[config.mk]
export PLATFORM = sky130hd
export DESIGN_NAME = rtc_alarm_core
export DESIGN_NICKNAME = d
export VERILOG_FILES = /design/src/rtl/rtc_pkg.sv /design/src/rtl/rtc_tick_gen.sv /design/src/rtl/rtc_status_flags.sv /design/src/rtl/rtc_alarm_core.sv
export SDC_FILE = /design/constraint.sdc
export NUM_CORES = 1
export LEC_CHECK = 0
export CAP_MARGIN = 20
export CORE_MARGIN = 10
export CORE_UTILIZATION = 49
export CTS_BUF_LIST = sky130_fd_sc_hd__clkbuf_16
export DETAILED_ROUTE_END_ITERATION = 8
export PLACE_DENSITY = 0.7
export SYNTH_ARGS = -nofsm -noshare
export SYNTH_HDL_FRONTEND = slang
export SYNTH_SLANG_ARGS = --single-unit
[constraint.sdc]
create_clock -name clk -period 5.5 [get_ports clk]
set_input_delay 1.375 -clock clk [delete_from_list [all_inputs] [get_ports clk]]
set_output_delay 1.375 -clock clk [all_outputs]
set_load 0.03 [all_outputs]
[src/rtl/rtc_pkg.sv]
package rtc_pkg;

  // status word bit positions
  localparam int FLAG_AL = 0;
  localparam int FLAG_HZ = 1;
  localparam int EN_AL   = 2;
  localparam int EN_HZ   = 3;
  localparam int STAT_W  = 4;

  typedef enum logic [2:0] {
    REG_NONE,
    REG_ALARM,
    REG_COUNT,
    REG_DIVTRIM,
    REG_STATUS
  } reg_id_e;

  // byte offset -> register, for either of the two layouts
  function automatic reg_id_e map_offset(input logic alt, input logic [7:0] off);
    reg_id_e id;
    id = REG_NONE;
    if (!alt) begin
      case (off)
        8'h00:   id = REG_ALARM;
        8'h04:   id = REG_COUNT;
        8'h08:   id = REG_DIVTRIM;
        8'h10:   id = REG_STATUS;
        default: id = REG_NONE;
      endcase
    end else begin
      case (off)
        8'h00:   id = REG_COUNT;
        8'h04:   id = REG_ALARM;
        8'h08:   id = REG_STATUS;
        8'h0C:   id = REG_DIVTRIM;
        default: id = REG_NONE;
      endcase
    end
    return id;
  endfunction

endpackage

[src/rtl/rtc_tick_gen.sv]
module rtc_tick_gen #(
  parameter int DIV_W   = 16,
  parameter int TRIM_W  = 8,
  parameter int DEF_DIV = 32767
) (
  input  logic              clk,
  input  logic              rst_n,
  input  logic              restart,
  input  logic              cfg_zero,
  input  logic [DIV_W-1:0]  div_val,
  input  logic [TRIM_W-1:0] trim_val,
  output logic              tick
);

  localparam int CNT_W = DIV_W + 1;
  localparam logic [DIV_W-1:0] DEF_VAL = DIV_W'(DEF_DIV);

  // last count value of a period: divider, plus one when this period is stretched
  function automatic logic [CNT_W-1:0] wrap_point(input logic [DIV_W-1:0] d,
                                                   input logic stretch_en);
    return {1'b0, d} + CNT_W'(stretch_en);
  endfunction

  logic [CNT_W-1:0]  cnt_q;
  logic [CNT_W-1:0]  limit;
  logic [TRIM_W-1:0] phase_q;
  logic [DIV_W-1:0]  eff_div;
  logic              stretch;

  always_comb begin
    eff_div = cfg_zero ? DEF_VAL : div_val;
    stretch = (phase_q < trim_val);
    limit   = wrap_point(eff_div, stretch);
  end

  assign tick = (cnt_q == limit);

  always_ff @(posedge clk or negedge rst_n) begin
    if (!rst_n) begin
      cnt_q   <= '0;
      phase_q <= '0;
    end else if (restart) begin
      cnt_q   <= '0;
      phase_q <= '0;
    end else if (tick) begin
      cnt_q   <= '0;
      phase_q <= phase_q + 1'b1;
    end else begin
      cnt_q   <= cnt_q + 1'b1;
    end
  end

  // count never runs past the wrap point of the current period
  assert_cnt_bound_R3: assert property (@(posedge clk) disable iff (!rst_n)
    cnt_q <= limit);

  // a tick always starts a fresh period from zero
  assert_tick_wrap_R3: assert property (@(posedge clk) disable iff (!rst_n)
    tick |=> (cnt_q == '0));

  // trim schedule advances by exactly one step per tick
  assert_phase_step_R4: assert property (@(posedge clk) disable iff (!rst_n)
    (tick && !restart) |=> (phase_q == $past(phase_q) + 1'b1));

endmodule

[src/rtl/rtc_status_flags.sv]
module rtc_status_flags
  import rtc_pkg::*;
(
  input  logic              clk,
  input  logic              rst_n,
  input  logic              set_al,
  input  logic              set_hz,
  input  logic              wr_en,
  input  logic [STAT_W-1:0] wr_bits,
  output logic [STAT_W-1:0] status,
  output logic              irq_al,
  output logic              irq_hz
);

  logic al_q, hz_q, al_en_q, hz_en_q;
  logic clr_al, clr_hz;

  assign clr_al = wr_en & wr_bits[FLAG_AL];
  assign clr_hz = wr_en & wr_bits[FLAG_HZ];

  always_ff @(posedge clk or negedge rst_n) begin
    if (!rst_n) begin
      al_q    <= 1'b0;
      hz_q    <= 1'b0;
      al_en_q <= 1'b0;
      hz_en_q <= 1'b0;
    end else begin
      al_q <= set_al | (al_q & ~clr_al);
      hz_q <= set_hz | (hz_q & ~clr_hz);
      if (wr_en) begin
        al_en_q <= wr_bits[EN_AL];
        hz_en_q <= wr_bits[EN_HZ];
      end
    end
  end

  always_comb begin
    status          = '0;
    status[FLAG_AL] = al_q;
    status[FLAG_HZ] = hz_q;
    status[EN_AL]   = al_en_q;
    status[EN_HZ]   = hz_en_q;
  end

  assign irq_al = al_q & al_en_q;
  assign irq_hz = hz_q & hz_en_q;

  assert_set_wins_R8: assert property (@(posedge clk) disable iff (!rst_n)
    (set_al || set_hz) |=> ((!$past(set_al) || al_q) && (!$past(set_hz) || hz_q)));

  assert_w1c_clears_R8: assert property (@(posedge clk) disable iff (!rst_n)
    (clr_al && !set_al) |=> !al_q);

  assert_zero_write_keeps_R8: assert property (@(posedge clk) disable iff (!rst_n)
    (wr_en && !wr_bits[FLAG_HZ] && hz_q) |=> hz_q);

  assert_irq_gated_R9: assert property (@(posedge clk) disable iff (!rst_n)
    (!al_en_q |-> !irq_al) and (!hz_en_q |-> !irq_hz));

endmodule

[src/rtl/rtc_alarm_core.sv]
module rtc_alarm_core
  import rtc_pkg::*;
#(
  parameter int ADDR_W  = 5,
  parameter int DIV_W   = 16,
  parameter int TRIM_W  = 8,
  parameter int DEF_DIV = 32767,
  parameter bit ALT_MAP = 1'b0
) (
  input  logic              clk,
  input  logic              rst_n,
  input  logic              bus_sel,
  input  logic              bus_we,
  input  logic [ADDR_W-1:0] bus_addr,
  input  logic [31:0]       bus_wdata,
  output logic [31:0]       bus_rdata,
  output logic              irq_alarm,
  output logic              irq_tick
);

  localparam int CFG_W = DIV_W + TRIM_W;

  reg_id_e           reg_id;
  logic              wr_alarm, wr_count, wr_cfg, wr_stat;
  logic [CFG_W-1:0]  cfg_q;
  logic [31:0]       count_q;
  logic [31:0]       alarm_q;
  logic              cnt_upd_q;
  logic              tick;
  logic              alarm_hit;
  logic [STAT_W-1:0] status;

  assign reg_id   = map_offset(ALT_MAP, 8'(bus_addr));
  assign wr_alarm = bus_sel & bus_we & (reg_id == REG_ALARM);
  assign wr_count = bus_sel & bus_we & (reg_id == REG_COUNT);
  assign wr_cfg   = bus_sel & bus_we & (reg_id == REG_DIVTRIM);
  assign wr_stat  = bus_sel & bus_we & (reg_id == REG_STATUS);

  rtc_tick_gen #(
    .DIV_W  (DIV_W),
    .TRIM_W (TRIM_W),
    .DEF_DIV(DEF_DIV)
  ) u_tick (
    .clk     (clk),
    .rst_n   (rst_n),
    .restart (wr_cfg),
    .cfg_zero(cfg_q == '0),
    .div_val (cfg_q[DIV_W-1:0]),
    .trim_val(cfg_q[CFG_W-1:DIV_W]),
    .tick    (tick)
  );

  always_ff @(posedge clk or negedge rst_n) begin
    if (!rst_n) begin
      cfg_q     <= '0;
      count_q   <= '0;
      alarm_q   <= '0;
      cnt_upd_q <= 1'b0;
    end else begin
      if (wr_cfg)   cfg_q   <= bus_wdata[CFG_W-1:0];
      if (wr_alarm) alarm_q <= bus_wdata;
      if (wr_count)  count_q <= bus_wdata;
      else if (tick) count_q <= count_q + 32'd1;
      cnt_upd_q <= tick | wr_count;
    end
  end

  // compare only on the cycle after the counter changed
  assign alarm_hit = cnt_upd_q & (count_q == alarm_q);

  rtc_status_flags u_flags (
    .clk    (clk),
    .rst_n  (rst_n),
    .set_al (alarm_hit),
    .set_hz (tick),
    .wr_en  (wr_stat),
    .wr_bits(bus_wdata[STAT_W-1:0]),
    .status (status),
    .irq_al (irq_alarm),
    .irq_hz (irq_tick)
  );

  always_comb begin
    case (reg_id)
      REG_ALARM:   bus_rdata = alarm_q;
      REG_COUNT:   bus_rdata = count_q;
      REG_DIVTRIM: bus_rdata = 32'(cfg_q);
      REG_STATUS:  bus_rdata = 32'(status);
      default:     bus_rdata = '0;
    endcase
  end

  assert_count_step_R3: assert property (@(posedge clk) disable iff (!rst_n)
    (tick && !wr_count) |=> (count_q == $past(count_q) + 32'd1));

  assert_count_load_R5: assert property (@(posedge clk) disable iff (!rst_n)
    wr_count |=> (count_q == $past(bus_wdata)));

  assert_alarm_flag_R6: assert property (@(posedge clk) disable iff (!rst_n)
    alarm_hit |=> status[FLAG_AL]);

  assert_alarm_quiet_R6: assert property (@(posedge clk) disable iff (!rst_n)
    (!cnt_upd_q && !status[FLAG_AL]) |=> !status[FLAG_AL]);

  assert_tick_flag_R7: assert property (@(posedge clk) disable iff (!rst_n)
    tick |=> status[FLAG_HZ]);

endmodule

==> results.cfg <==
[clock_network]
hold_buffers = 0
clockBufferDepth = 2
path_clk_slew_ps = 50
clk_latency_ps = 420
clock-sinks = 118
cts_max_level = 4
cts_tree = built
cts_buffers = 17
post_cts_buffers = 0
root_buffer = clkbuf_16
cts_resized = 0

[setup_path]
cp-end-kind = output port
cp.required_ps = 4120
arrival_ps = 3820
critPathKind = in -> out
cpPeakStageDelay_ps = 740
r2r_slack_ps = 440
slowest_stage = clkdlybuf4s50_1
crit_chain = clkdlybuf4s50_1, or4_1, buf_4, o21ai_0, clkdlybuf4s50_1
crit_path_max_fanout = 14
path_common_cell = clkdlybuf4s50_1
cp-start-kind = primary input

[detailed_routing]
wl_per_cell_um = 21.8
wl_um = 23200
postRouteAntennaNets = 0
vias = 6678
drc = 0
firstDrtPassIters = 6
drtIter0Drc = 717
vias_per_cell = 6.28

[sta]
finalCritPeriodShare_pct = 94.4
setup_viol = 0
max_slew_margin_pct = 43.8
min_period_ps = 5190
final-hold-violation-count = 0
worst_pin_slew_ps = 843
fin_skew_ps = 7.53
rsz0062_at_grt = no
finalMaxSlewViolations = 0
tns_ps = 0
max_freq_mhz = 193

[grt]
antenna_found_initial = 0
grt_pass1_wl_um = 37400
grt_pass1_vias = 6622
grt_max_degree = 66
grt_usage_pct = 23.3
grt.overflow.total = 0

[logic_synthesis]
yosys.area_share.simple_pct = 20.7
synthMuxAreaShare_pct = 11.6
ys.warnings.count = 0
syn_inst = 812
synth-xor-area-share_pct = 10.3
synth_compound_area_share_pct = 11.5
async_reset_ff_share_pct = 100
synth_fp_nets = 865
ys_ff_latch = 118
ys.flop_type = dfrtp_1
ys_seq_area_share_pct = 39.7
synth_edf_count = 0
yosysUniqueCellTypes = 56
syn_area_um2 = 7430
syn_area_per_cell_um2 = 9.15
synth_top_family_by_area = simple AND/OR/NAND/NOR gates
yosys.area_share.adder_pct = 2.02

[placed_design]
placed_area_um2 = 8340
routabilityCongestion = 0.959
port_buffers = 74
hpwl_um = 16800

[power]
p_leak_nw = 3.59
ir_drop_v = 0.000245
p_total_mw = 3.40
power_density_nw_per_um2 = 382

[final_layout]
fillCellCount = 1258
area_growth_pct = 19.8
nNetsFinal = 920
layout_common_cells = 118 x dfrtp_1, 65 x nor2_1, 64 x clkdlybuf4s50_1
drive_gt1_share_pct = 14.1
mostFrequentLayoutCell = dfrtp_1
antennaDiodeCount = 0
finalInstanceArea_um2 = 8900

[floorplanning]
die_area_um2 = 20500
die_y_um = 143
die_x_um = 143
io_pins = 75
rows = 44
initial_core_util_pct = 50.6
coreArea_um2 = 14700

[flow_run]
drv_cap = 0

[worst_hold_path]
hold_path.class = reg -> reg

[outcome]
outcome = complete, no violations
[state kept, by name, summed over array words and instances, names as in the netlist]
register,flops
alarm_q,32
u_flags.hz_q,1
u_flags.hz_en_q,1
u_flags.al_en_q,1
u_tick.cnt_q,17
u_tick.phase_q,8
cnt_upd_q,1
u_flags.al_q,1
cfg_q,24
count_q,32
[worst max-delay path, delay by kind of cell]
kind            cells  cell delay [ps]
buf+inv             3             1460
compound gates      1              250
simple gates        1              720
[layer usage]
| metal | track usage [%] | part of all wire (%) | vias to the layer above |
|---|---|---|---|
| met5 | 0 | 0 | - |
| met4 | 8.03 | 2.3 | 0 |
| met3 | 6.37 | 9.1 | 44 |
| met2 | 35.1 | 45 | 335 |
| met1 | 31.6 | 44 | 3282 |
| li1 | - | - | 3017 |
[path summary, 6_finish.rpt]
kind                            cells after the start               to            start
worst max-delay path                                5    bus_rdata[17]      bus_addr[4]
worst min register to register                      1  u_flags.hz_en_q  u_flags.hz_en_q
min in group asynchronous                           2      alarm_q[25]            rst_n
worst min-delay path                                1  u_flags.hz_en_q  u_flags.hz_en_q
worst max register to register                     22       count_q[6]        cfg_q[17]
max in group asynchronous                           2  u_tick.cnt_q[9]            rst_n
[Yosys cell counts (2+ instances only)]
| master | count | area share, % |
|---|---|---|
| o31ai_1 | 6 | 0.61 |
| or3_1 | 13 | 1.1 |
| inv_1 | 17 | 0.86 |
| xor2_1 | 30 | 3.5 |
| nor2_1 | 66 | 3.3 |
| nor3_1 | 26 | 1.8 |
| o21a_1 | 3 | 0.30 |
| a211oi_1 | 2 | 0.20 |
| clkbuf_1 | 39 | 2.0 |
| nor4_2 | 4 | 0.67 |
| and3_1 | 20 | 1.7 |
| o22ai_1 | 4 | 0.34 |
| dfrtp_1 | 118 | 40 |
| or4_1 | 5 | 0.51 |
| buf_2 | 13 | 0.88 |
| nand3_1 | 30 | 2.0 |
| nor4_1 | 16 | 1.3 |
| or2_1 | 3 | 0.25 |
| and4_1 | 4 | 0.47 |
| nor2b_1 | 3 | 0.25 |
| and2_1 | 5 | 0.42 |
| xnor2_1 | 57 | 6.7 |
| a22oi_1 | 4 | 0.40 |
| a221oi_1 | 2 | 0.24 |
| buf_1 | 7 | 0.35 |
| a22o_1 | 8 | 0.94 |
| nand2b_1 | 4 | 0.34 |
| o31a_1 | 2 | 0.24 |
| nor3b_1 | 5 | 0.51 |
| o21ai_1 | 4 | 0.27 |
| nand2_1 | 62 | 3.1 |
| ha_1 | 12 | 2.0 |
| nand4_1 | 29 | 2.4 |
| mux2i_1 | 28 | 3.8 |
| a21o_1 | 6 | 0.61 |
| o21ai_0 | 46 | 3.1 |
| mux2_2 | 51 | 7.7 |
| a31oi_1 | 11 | 0.93 |
| a21oi_1 | 30 | 2.0 |
[metrics by stage]
| stage | setup slack (ps) | hold slack [ps] | std cells | util (%) |
|---|---|---|---|---|
| detailed placement | 363 | 518 | 1032 | 56.7 |
| global placement | 374 | 516 | 1031 | 56.6 |
| floorplan | 914 | 459 | 812 | - |
| CTS | 354 | 533 | 1064 | 60.6 |
| finish | 308 | 532 | 1064 | 60.6 |
| global route | 54.9 | 557 | 1064 | 60.6 |
[where the power goes]
group          switching, mW  internal [mW]  leakage (nW)
registers              0.285           1.03          1.40
clock network          0.414          0.658         0.273
logic                  0.561          0.452          1.91
total                   1.26           2.14          3.59
[kinds of logic (layout without fill, tap and decap cells)]
family / after synthesis / count (layout)
XOR/XNOR: 87 / 87
buffers and inverters: 77 / 145
flip-flops: 118 / 118
adder cells (fa/ha/maj): 12 / 12
multiplexers: 80 / 80
AO/OA/AOI/OAI: 139 / 139
AND/OR/NAND/NOR: 299 / 299
[area by class of cell]
cell class	count	area (um2)	area share (%)
well taps	184	230	2.59
multi-input cells	617	4180	46.9
inverters	17	63.8	0.717
repair buffers	96	911	10.2
flip-flops and latches	118	2950	33.2
clock buffers	17	425	4.78
clock inverters	15	140	1.57
No activity file was read; power rests on OpenSTA's default activity.
